$ cat src/rtl/symfir_pkg.sv
package symfir_pkg;

  typedef enum logic {
    FOLD_SUM  = 1'b0,
    FOLD_DIFF = 1'b1
  } fold_mode_e;

  function automatic int acc_width(input int dw, input int cw, input int taps);
    return dw + cw + $clog2(taps) + 1;
  endfunction

endpackage

$ cat src/rtl/symfir_delay.sv
module symfir_delay #(
  parameter int DW   = 8,
  parameter int TAPS = 5
) (
  input  logic                 clk,
  input  logic                 rst,
  input  logic                 en,
  input  logic [DW-1:0]        din,
  output logic [TAPS*DW-1:0]   taps_flat
);

  localparam int DEPTH = TAPS - 1;

  logic [DW-1:0] sr [DEPTH];

  always_ff @(posedge clk) begin
    if (rst) begin
      for (int i = 0; i < DEPTH; i++) sr[i] <= '0;
    end else if (en) begin
      sr[0] <= din;
      for (int i = 1; i < DEPTH; i++) sr[i] <= sr[i-1];
    end
  end

  assign taps_flat[DW-1:0] = din;
  for (genvar i = 1; i < TAPS; i++) begin : g_tap
    assign taps_flat[i*DW +: DW] = sr[i-1];
  end

endmodule

$ cat src/rtl/symfir_fold.sv
module symfir_fold
  import symfir_pkg::*;
#(
  parameter int         DW   = 8,
  parameter int         TAPS = 5,
  parameter fold_mode_e MODE = FOLD_SUM,
  localparam int        HALF = (TAPS + 1) / 2,
  localparam int        PW   = DW + 1
) (
  input  logic                 clk,
  input  logic                 rst,
  input  logic                 en,
  input  logic [TAPS*DW-1:0]   taps_flat,
  output logic [HALF*PW-1:0]   pre_flat
);

  for (genvar k = 0; k < HALF; k++) begin : g_pair
    logic [DW-1:0]        a;
    logic [DW-1:0]        b;
    logic signed [PW-1:0] s;
    logic signed [PW-1:0] pre_q;

    assign a = taps_flat[k*DW +: DW];
    assign b = taps_flat[(TAPS-1-k)*DW +: DW];

    if (2*k + 1 == TAPS) begin : g_mid
      if (MODE == FOLD_DIFF) begin : g_zero
        assign s = '0;
      end else begin : g_pass
        assign s = $signed({a[DW-1], a});
      end
    end else if (MODE == FOLD_DIFF) begin : g_sub
      assign s = $signed({a[DW-1], a}) - $signed({b[DW-1], b});
    end else begin : g_add
      assign s = $signed({a[DW-1], a}) + $signed({b[DW-1], b});
    end

    always_ff @(posedge clk) begin
      if (rst)     pre_q <= '0;
      else if (en) pre_q <= s;
    end

    assign pre_flat[k*PW +: PW] = pre_q;
  end

endmodule

$ cat src/rtl/symfir_mac.sv
module symfir_mac #(
  parameter int DW    = 8,
  parameter int CW    = 8,
  parameter int HALF  = 3,
  parameter int ACC_W = 20,
  parameter logic [HALF*CW-1:0] COEFS = '0,
  localparam int PW = DW + 1,
  localparam int MW = PW + CW
) (
  input  logic                    clk,
  input  logic                    rst,
  input  logic                    en,
  input  logic [HALF*PW-1:0]      pre_flat,
  output logic signed [ACC_W-1:0] acc_q
);

  function automatic longint bound_f();
    longint b;
    b = 0;
    for (int k = 0; k < HALF; k++) begin
      longint c;
      c = longint'($signed(COEFS[k*CW +: CW]));
      b += (c < 0) ? -c : c;
    end
    return b * (longint'(1) << DW);
  endfunction

  localparam longint BOUND = bound_f();

  logic signed [ACC_W-1:0] ext [HALF];
  logic signed [ACC_W-1:0] sum;

  for (genvar k = 0; k < HALF; k++) begin : g_mul
    localparam logic signed [CW-1:0] H = COEFS[k*CW +: CW];
    logic signed [PW-1:0] p;
    logic signed [MW-1:0] prod_q;

    assign p = $signed(pre_flat[k*PW +: PW]);

    always_ff @(posedge clk) begin
      if (rst)     prod_q <= '0;
      else if (en) prod_q <= p * H;
    end

    assign ext[k] = $signed({{(ACC_W-MW){prod_q[MW-1]}}, prod_q});
  end

  always_comb begin
    sum = '0;
    for (int k = 0; k < HALF; k++) sum = sum + ext[k];
  end

  always_ff @(posedge clk) begin
    if (rst)     acc_q <= '0;
    else if (en) acc_q <= sum;
  end

  // the accumulated result never leaves the range the coefficient set allows
  a_r6_no_overflow: assert property (@(posedge clk) disable iff (rst)
    (acc_q >= -BOUND) && (acc_q <= BOUND));

endmodule

$ cat src/rtl/symfir_top.sv
module symfir_top
  import symfir_pkg::*;
#(
  parameter int         DW   = 8,
  parameter int         CW   = 8,
  parameter int         TAPS = 5,
  parameter fold_mode_e MODE = FOLD_SUM,
  parameter logic [((TAPS+1)/2)*CW-1:0] COEFS = {8'h09, 8'h7F, 8'h80},
  localparam int        ACC_W = acc_width(DW, CW, TAPS)
) (
  input  logic                    clk,
  input  logic                    rst,
  input  logic                    smp_en,
  input  logic [DW-1:0]           smp_in,
  output logic signed [ACC_W-1:0] y_out,
  output logic                    y_valid
);

  localparam int HALF = (TAPS + 1) / 2;
  localparam int PW   = DW + 1;

  logic [TAPS*DW-1:0] taps_flat;
  logic [HALF*PW-1:0] pre_flat;
  logic               v_pre;
  logic               v_mul;

  symfir_delay #(.DW(DW), .TAPS(TAPS)) u_delay (
    .clk(clk), .rst(rst), .en(smp_en), .din(smp_in), .taps_flat(taps_flat)
  );

  symfir_fold #(.DW(DW), .TAPS(TAPS), .MODE(MODE)) u_fold (
    .clk(clk), .rst(rst), .en(smp_en), .taps_flat(taps_flat), .pre_flat(pre_flat)
  );

  symfir_mac #(.DW(DW), .CW(CW), .HALF(HALF), .ACC_W(ACC_W), .COEFS(COEFS)) u_mac (
    .clk(clk), .rst(rst), .en(smp_en), .pre_flat(pre_flat), .acc_q(y_out)
  );

  always_ff @(posedge clk) begin
    if (rst) begin
      v_pre   <= 1'b0;
      v_mul   <= 1'b0;
      y_valid <= 1'b0;
    end else begin
      y_valid <= smp_en & v_mul;
      if (smp_en) begin
        v_pre <= 1'b1;
        v_mul <= v_pre;
      end
    end
  end

  // the cycle after reset shows a cleared output
  a_r7_reset_clear: assert property (@(posedge clk) disable iff (rst)
    $past(rst) |-> (y_out == '0) && !y_valid);

  // no strobe, no movement
  a_r4_idle_hold: assert property (@(posedge clk) disable iff (rst)
    !smp_en |=> $stable(y_out) && !y_valid);

  // a valid pulse always follows a strobe
  a_r5_valid_after_strobe: assert property (@(posedge clk) disable iff (rst)
    y_valid |-> $past(smp_en));

endmodule

$ cat config.mk
export PLATFORM = sky130hd
export DESIGN_NAME = symfir_top
export DESIGN_NICKNAME = d
export VERILOG_FILES = /design/src/rtl/symfir_pkg.sv /design/src/rtl/symfir_delay.sv /design/src/rtl/symfir_fold.sv /design/src/rtl/symfir_mac.sv /design/src/rtl/symfir_top.sv
export SDC_FILE = /design/constraint.sdc
export NUM_CORES = 1
export LEC_CHECK = 0
export BUFFER_PORTS_ARGS = -buffer_cell sky130_fd_sc_hd__buf_2
export CAP_MARGIN = 20
export CORE_AREA = 2 2 105 132
export CTS_CLUSTER_DIAMETER = 100
export DETAILED_ROUTE_END_ITERATION = 10
export DIE_AREA = 0 0 107 134
export GPL_TIMING_DRIVEN = 0
export PLACE_DENSITY_LB_ADDON = 0.12
export RECOVER_POWER = 25
export SYNTH_ARGS = -nofsm -noshare
export SYNTH_HDL_FRONTEND = slang
export SYNTH_SLANG_ARGS = --single-unit
export TNS_END_PERCENT = 50
$ cat constraint.sdc
create_clock -name clk -period 9.1 [get_ports clk]
set_clock_uncertainty 0.05 [all_clocks]
set_input_delay 1.365 -clock clk [delete_from_list [all_inputs] [get_ports clk]]
set_output_delay 1.365 -clock clk [all_outputs]
set_load 0.01 [all_outputs]
# Word level (Yosys, flattened, before mapping)
# Memory sizes are Yosys's and may differ from the RTL's.
# Index checks and enable logic that the tools add are counted.
dict set report totals {
  ff_bits 89
  output_inout_bits 21
  inputBits 11
  mem_bits_rw 32
  wordCells 32
  memories 1
}
dict set report classes {
  muxes 9
  bitwise_logic 5
  multipliers 2
  add_sub_neg 5
}
# name depth width rd rd_ports_with_merged_regs wr line
set mem_list {}
lappend mem_list {u_delay.sr 4 8 4 0 4 symfir_delay.sv:14} ;# logic [DW-1:0] sr [DEPTH];
# op n
set op_table {}
lappend op_table {{8-bit 2-to-1 mux} 4}
lappend op_table {{18-bit by 13-bit adder with 19-bit output} 1}
lappend op_table {{17-bit by 17-bit adder with 18-bit output} 1}
lappend op_table {{8-bit by 8-bit adder with 9-bit output} 2}
lappend op_table {{9-bit by 8-bit multiplier with 17-bit output (second input constant)} 1}
lappend op_table {{8-bit by 5-bit multiplier with 13-bit output (second input constant)} 1}
lappend op_table {{9-bit negator with 10-bit output} 1}
lappend op_table {{1-bit 2-to-1 mux} 5}
lappend op_table {{1-bit bitwise OR} 4}
lappend op_table {{1-bit AND} 1}

# Longest topological paths before layout
# Gate-level depths: netlist (run 1).
dict set report depth {
  word_depth 4
  depth_mapped 17
  mapped_depth_nobuf 16
}

# Cells and area by module
# A second synthesis (run 1) with hierarchy kept.
dict set report unflattened {
  cells_unflattened 929
  area_unflattened_um2 9095.0
}
# module cells_each area_per_inst_um2 seq_area_each_um2 instances
set by_module_without_submodules {}
lappend by_module_without_submodules {symfir_mac 665 6002.0 1201.2 1}
lappend by_module_without_submodules {symfir_fold 176 1641.6 520.5 1}
lappend by_module_without_submodules {symfir_delay 79 1362.6 960.9 1}
lappend by_module_without_submodules {symfir_top 9 88.8 60.1 1}

# Worst setup path before layout (run 1)
# Ideal clock, no wire load.
dict set report synth_path {
  path_type {reg-to-reg}
  start {reg u_fold.g_pair[1].pre_q[3]}
  end {reg u_mac.g_mul[1].prod_q[11]}
  t_required_ns 8.928
  n_path_buf 0
  setup_time_ns 0.122
  arrival_ns 3.986
  synth_period_minus_slack_ns 4.158
  path_slack_ns 4.942
  stages_incl_launch_ff 16
  path_cell_list {dfxtp_1 > inv_1 > fa_1 > fa_1 > inv_1 > fa_1 > inv_1 > fa_1 > inv_1 > ha_1 > o21a_1 > o31a_1 > o211ai_2 > nand2_1 > a21o_1 > a221o_1}
}
dict set report synth_via {
  elab_chain_cells 1
}
# item line
set synth_lines {}
lappend synth_lines {{start, declared} symfir_fold.sv:21} ;# logic signed [PW-1:0] pre_q;
lappend synth_lines {{start signal, assigned} symfir_fold.sv:40} ;# else if (en) pre_q <= s;
lappend synth_lines {{9-bit by 8-bit multiplier with 17-bit output} symfir_mac.sv:42} ;# else if (en) prod_q <= p * H;
lappend synth_lines {{end signal, assigned} symfir_mac.sv:42}
lappend synth_lines {{end, declared} symfir_mac.sv:36} ;# logic signed [MW-1:0] prod_q;
# No other way between the ends.
# A chain may end at the register's enable or synchronous reset.

# Final worst setup path (run 1)
dict set report layout_path {
  start {reg u_fold.g_pair[1].pre_q[6]}
  end {reg u_mac.g_mul[1].prod_q[14]}
}
# Same word-level chain as after synthesis.

==> flow_summary.ini, run 1 <==
[layout]
antenna_cells = 0
fillers = 1008
syn_to_final_growth_pct = 11.3
finalNetCount = 1070
final_common_cell = inv_1
final_cell_area_um2 = 9330
drive_gt1_share_pct = 6.69
final_cells = 1098
mostFrequentLayoutCells = inv_1 (101), ha_1 (96), dfxtp_1 (88), nor2_1 (83), fa_1 (49)

[detailed_routing]
dr.first_iter.drc_count = 315
antenna_left = 0
drc = 0
vias_per_cell = 5.87
routed_wl_um = 19900
wl_per_cell_um = 18.2
first_pass_iters = 5
via_count = 6449

[pwr]
powerDensity_nw_per_um2 = 233
total_power_w = 0.00217
ir_drop_mv = 0.151
leakagePower_nw = 4.45

[worst_setup_path]
worst_path_max_delay_cell = fa_1
reg2reg_from = u_fold.g_pair[1].pre_q[6]
crit_arrival_ns = 4.85
reg2regPathDepth = 16
path_class = reg2reg
crit_top_cell = inv_1
path_cells = inv_1, fa_1, inv_1, ha_1, a21o_1, fa_1, inv_1, fa_1, inv_1, ha_1, a21oi_1, nand3_1, o211ai_1, a21oi_1, mux2i_1, o311ai_0
crit_required_ns = 9.32
reg2reg_to = u_mac.g_mul[1].prod_q[14]
critPathLaunchType = register
regToRegSetupSlack_ns = 4.47
critPathCaptureType = register
max_stage_delay_ns = 0.56
crit_fanout = 7

[clock_tree]
clock_latency_ns = 0.42
post_cts_buffers = 0
cts-root-buf = clkbuf_16
cts_buffers = 17
cts-resized-gates = 0
cts_tree = yes
clockBufferDepth = 2
htree_levels = 4
path_clk_slew_ns = 0.06
cts.sinks = 120
postCtsHoldBufs = 0

[logic_synthesis]
synth_warnings = 0
synth_top_flop_cell = dfxtp_1
synth-seq-area-share_pct = 32.5
synthDistinctLibCells = 64
ys_async_sr_fraction_pct = 0
synth_edf_count = 32
synth_fp_nets = 1020
syn-cell-area_um2 = 8390
synth_seq_cells = 120
syn_inst = 864
synth_area_per_cell_um2 = 9.71

[timing]
period_minus_slack_ns = 4.63
maxSlewHeadroom_pct = 40.6
hold_viol_final = 0
worst_slew_pin_slew_ns = 0.891
rsz0062_at_grt = false
fin_ws_ns = 4.47
fmax_mhz = 216
setup_viol = 0
fin_crit_sh_pct = 50.9
slew_violations = 0
tns_ns = 0

[placement]
hpwlAfterDp_um = 15400
dp.cells = 1066
pre_cts_slack_ns = 4.51
gp_congestion = 0.960
dpl-instance-area_um2 = 8780
numPortBuffers = 30

[global_routing]
grt_pass1_vias = 6583
grt_use_total_pct = 29.1
overflow = 0
antenna_found_initial = 0
grt_max_degree = 25
grt_pass1_wl_um = 32300

[worst_hold_path]
min_from = u_mac.acc_q[9]
hp-class = reg2reg
hold_depth = 2
hold_end = u_mac.acc_q[9]

[outcome]
status = finished clean

[die]
core_area_um2 = 13100
fp-row-count = 47
die_area_um2 = 14300
ioPinCount = 32
die_w_um = 107
start_util_pct = 63.9
dieHeight_um = 134

[run]
maxCapViolations = 0
==> logic make-up after synthesis <==
family                     count (synthesis)  synth area share [%]
DFF                                      120                  32.5
adders and majority gates                146                  26.1
and+or+nand+nor                          217                  12.6
buffers and inverters                    129                  5.89
AOI/OAI and AO/OA                        167                  13.4
xor gates and xnor gates                  45                  4.70
muxes                                     40                  4.77
==> cell type report <==
class	count	area, um2	share of cell area (%)
multi-input combinational	615	5170	55.4
sequential	120	2720	29.2
clock buffer	17	425	4.56
inverter	101	379	4.06
tap	171	214	2.29
timing repair buffer	31	154	1.65
clock inverter	15	153	1.64
buffer	28	114	1.22
==> per-stage QoR <==
stage          util (%)  hold slack, ns
4_1_cts            71.3           0.402
5_1_grt            71.1           0.435
2_1_floorplan         -           0.379
3_3_place_gp       66.7           0.383
6_report           71.1           0.405
3_5_place_dp       66.9           0.388
==> worst max-delay path by stage <==
stage	startpoint	to	slack [ns]	depth (start not counted)
finish	u_fold.g_pair[1].pre_q[6]	u_mac.g_mul[1].prod_q[14]	4.47	16
global route	u_fold.g_pair[1].pre_q[8]	u_mac.g_mul[1].prod_q[13]	4.25	14
CTS	u_fold.g_pair[1].pre_q[6]	u_mac.g_mul[1].prod_q[14]	4.49	16
detailed placement	u_fold.g_pair[1].pre_q[6]	u_mac.g_mul[1].prod_q[14]	4.51	16
global placement	u_fold.g_pair[1].pre_q[6]	u_mac.g_mul[1].prod_q[14]	4.63	15
floorplan	u_fold.g_pair[1].pre_q[3]	u_mac.g_mul[1].prod_q[11]	4.94	15
==> sequential cells by signal (all words and copies together) (netlist names) <==
signal,flops
u_mac.g_mul.prod_q,40
u_delay.sr,32
u_fold.g_pair.pre_q,26
u_mac.acc_q,19
v_mul,1
v_pre,1
y_valid,1
==> cell usage after synthesis, types with 2 or more instances <==
cell type    n  area, um2
o31ai_1      3       22.5
o22ai_1      7       43.8
nand2b_1     5       31.3
and3_1       3       18.8
nor4_1       2       12.5
and2_1      33        206
o21bai_1     5       37.5
or2_2        3       18.8
o41ai_1      2       17.5
nand2_1     36        135
o21a_1       8       60.1
buf_2        5       25.0
a21oi_1     40        200
nor2_1      83        312
nand3_1      8       40.0
nor3_1      16       80.1
inv_1      101        379
a211oi_1     8       60.1
nand4_1      5       31.3
dfxtp_1     88       1760
o31a_1       2       17.5
xnor2_1     25        219
fa_1        49        981
a21boi_0     2       15.0
nand3b_1     2       15.0
nor2b_1      8       50.1
or4_1        4       30.0
nor3b_1      4       30.0
o211ai_1     5       37.5
mux2i_1     40        400
o21ai_0     34        170
a211o_1      2       17.5
o211ai_2     2       25.0
ha_1        96       1200
a31oi_1      3       18.8
clkbuf_1    22       82.6
edfxtp_1    32        961
xor2_1      20        175
a21o_1      24        180
a22o_1       2       17.5
a32oi_1      2       17.5
==> worst max-delay path, delay by kind of cell (launching register included) <==
family	cells	cell delay, ns
buffers and inverters	4	0.41
multiplexers	1	0.16
AND/OR/NAND/NOR	1	0.14
AO/OA/AOI/OAI	5	1.11
adder cells (fa/ha/maj)	5	2.16
flip-flops	1	0.44
==> power breakdown <==
group          internal, W  total [W]  leakage (nW)  switching (W)
combinational     0.000344   0.000849          3.10       0.000504
sequential        0.000611   0.000668          1.07      0.0000568
clock             0.000364   0.000657         0.275       0.000292
total              0.00132    0.00217          4.45       0.000854
==> layer usage <==
layer	up-vias	share of wire [%]	track usage, %
li1	3064	-	-
met1	3159	41	33.9
met2	179	53	53.9
met3	47	4.0	4.62
met4	0	2.9	9.60
met5	-	0	0
(Power assumes the default switching activity.)
==> inputs of run 2 (changes only) <==
--- a/config.mk
+++ b/config.mk
@@ -7,10 +7,10 @@
 export LEC_CHECK = 0
 export BUFFER_PORTS_ARGS = -buffer_cell sky130_fd_sc_hd__buf_2
 export CAP_MARGIN = 20
-export CORE_AREA = 2 2 105 132
+export CORE_AREA = 2 2 112 141
 export CTS_CLUSTER_DIAMETER = 100
 export DETAILED_ROUTE_END_ITERATION = 10
-export DIE_AREA = 0 0 107 134
+export DIE_AREA = 0 0 114 143
 export GPL_TIMING_DRIVEN = 0
 export PLACE_DENSITY_LB_ADDON = 0.12
 export RECOVER_POWER = 25
==> constraint.sdc (replaced) <==
create_clock -name clk -period 3.7 [get_ports clk]
set_clock_uncertainty 0.05 [all_clocks]
set_input_delay 0.555 -clock clk [delete_from_list [all_inputs] [get_ports clk]]
set_output_delay 0.555 -clock clk [all_outputs]
set_load 0.01 [all_outputs]
==> flow_summary.ini, run 2 (synthesis results as in run 1) <==
[outcome]
status = complete, but fails checks
violations = negative setup slack

[timing]
hold_viol_final = 0
worst_slew_pin_slew_ns = 0.820
fin_ws_ns = -0.296
setup_viol = 7
period_minus_slack_ns = 4.00
whs_ns = 0.397
fin_crit_sh_pct = 108
rsz0062_at_grt = true
fmax_mhz = 250
maxSlewHeadroom_pct = 45.3
slew_violations = 0

[die]
fp-row-count = 50
die_w_um = 114
core_area_um2 = 14900
start_util_pct = 56.3
ioPinCount = 32
die_area_um2 = 16300
dieHeight_um = 143

[global_routing]
grt_max_degree = 19
grt_use_total_pct = 26.4
overflow = 0
grt_pass1_wl_um = 32700
grt_pass1_vias = 6568
antenna_found_initial = 0

[worst_setup_path]
path_class = reg2reg
crit_arrival_ns = 4.25
critPathCaptureType = register
reg2reg_to = u_mac.g_mul[1].prod_q[11]
reg2regPathDepth = 15
critPathLaunchType = register
crit_fanout = 5
regToRegSetupSlack_ns = -0.30
reg2reg_from = u_fold.g_pair[1].pre_q[4]
crit_required_ns = 3.95

[worst_hold_path]
hp-class = in2reg
hold_end = u_delay.sr[0][5]
hold_depth = 2
min_from = smp_in[5]

[layout]
drive_gt1_share_pct = 13.9
syn_to_final_growth_pct = 17.1
finalNetCount = 1094
mostFrequentLayoutCells = inv_1 (88), ha_1 (84), nor2_1 (83), dfxtp_1 (79), clkbuf_1 (46)
antenna_cells = 0
regMostFlops = u_mac.g_mul.prod_q
largestRegisters = u_mac.g_mul.prod_q (40), u_delay.sr (32), u_fold.g_pair.pre_q (26)
fillers = 1207
final_common_cell = inv_1
largest_reg_flops = 40

[clock_tree]
clockBufferDepth = 2
cts.sinks = 120
cts_tree = yes
cts_buffers = 17
htree_levels = 4
path_clk_slew_ns = 0.06
clock_latency_ns = 0.42
cts-root-buf = clkbuf_16

[pwr]
ir_drop_mv = 0.388
leakagePower_nw = 4.59
powerDensity_nw_per_um2 = 600

[placement]
numPortBuffers = 30
gp_congestion = 0.842
pre_cts_slack_ns = -0.391
hpwlAfterDp_um = 15600

[detailed_routing]
drc = 0
dr.first_iter.drc_count = 338
first_pass_iters = 7
via_count = 6401
antenna_left = 0
vias_per_cell = 5.65
routed_wl_um = 20600
wl_per_cell_um = 18.2

[run]
maxCapViolations = 0
-- run 2: cell count changes in the layout (fill, tap and decap cells not counted), sizes merged --
| cell | previous run | this run |
|---|---|---|
| inv | 110 | 102 |
| buf | 17 | 37 |
| bufinv | 0 | 2 |
| clkbuf | 59 | 66 |
| clkinv | 3 | 6 |
-- run 2: layer usage --
| metal | routed length [um] | track usage (%) | share of wire [%] | vias to the layer above |
|---|---|---|---|---|
| li1 | - | - | - | 3110 |
| met1 | 8850 | 32.1 | 43 | 3139 |
| met2 | 10600 | 46.5 | 51 | 123 |
| met3 | 672 | 5.35 | 3.3 | 29 |
| met4 | 478 | 8.60 | 2.3 | 0 |
| met5 | 0 | 0 | 0 | - |
-- run 2: worst max path at each step --
stage                              start                        end
2_1_floorplan  u_fold.g_pair[1].pre_q[2]  u_mac.g_mul[1].prod_q[11]
3_3_place_gp   u_fold.g_pair[1].pre_q[4]  u_mac.g_mul[1].prod_q[12]
3_5_place_dp   u_fold.g_pair[1].pre_q[2]  u_mac.g_mul[1].prod_q[15]
4_1_cts        u_fold.g_pair[1].pre_q[4]  u_mac.g_mul[1].prod_q[11]
5_1_grt        u_fold.g_pair[1].pre_q[4]  u_mac.g_mul[1].prod_q[11]
6_report       u_fold.g_pair[1].pre_q[4]  u_mac.g_mul[1].prod_q[11]
-- run 2: critical path: stages, from the launching register on --
cell,delay (ns)
dfxtp_4,0.38
inv_6,0.05
fa_2,0.46
fa_1,0.52
inv_2,0.04
fa_1,0.49
inv_1,0.06
fa_1,0.49
inv_2,0.05
ha_4,0.23
o21a_1,0.11
o31a_1,0.13
o211ai_2,0.24
nand2_2,0.11
a21o_1,0.19
a221o_1,0.29
-- run 2: power breakdown --
| group | internal (W) | switching (W) | total, W |
|---|---|---|---|
| Combinational | 0.00119 | 0.00144 | 0.00263 |
| Clock | 0.00102 | 0.000594 | 0.00162 |
| Sequential | 0.00151 | 0.000142 | 0.00165 |
| Total | 0.00372 | 0.00217 | 0.00590 |
-- run 2: area by class of cell --
cell class	count	area, um2	area share [%]
repair buffers	56	345	3.52
plain buffers	27	109	1.11
clock inverters	12	125	1.27
inverters	101	402	4.09
well taps	182	228	2.32
multi-input cells	615	5400	55.0
flip-flops and latches	120	2750	28.0
clock buffers	20	457	4.65
-- run 2: timing repair --
| item | in CTS | in global routing |
|---|---|---|
| hold buffers | 0 | 0 |
| pin swaps | 24 | 21 |
| setup buffers | 21 | 4 |
| endpoints found under the hold margin | 0 | 0 |
| resized for setup | 22 | 14 |
| setup endpoints to repair | 10 | 10 |
-- run 2: per-stage QoR --
step           std cells  setup TNS, ns  power, W  cell area [um2]  util, %
6_report            1133          -1.63   0.00590             9820     66.0
3_3_place_gp        1076          -1.72   0.00390             8910     59.9
3_5_place_dp        1077          -2.33   0.00399             8940     60.0
5_1_grt             1133          -3.15   0.00629             9820     66.0
2_1_floorplan        864         -0.121   0.00344             8530        -
4_1_cts             1130          -1.48   0.00578             9770     65.6
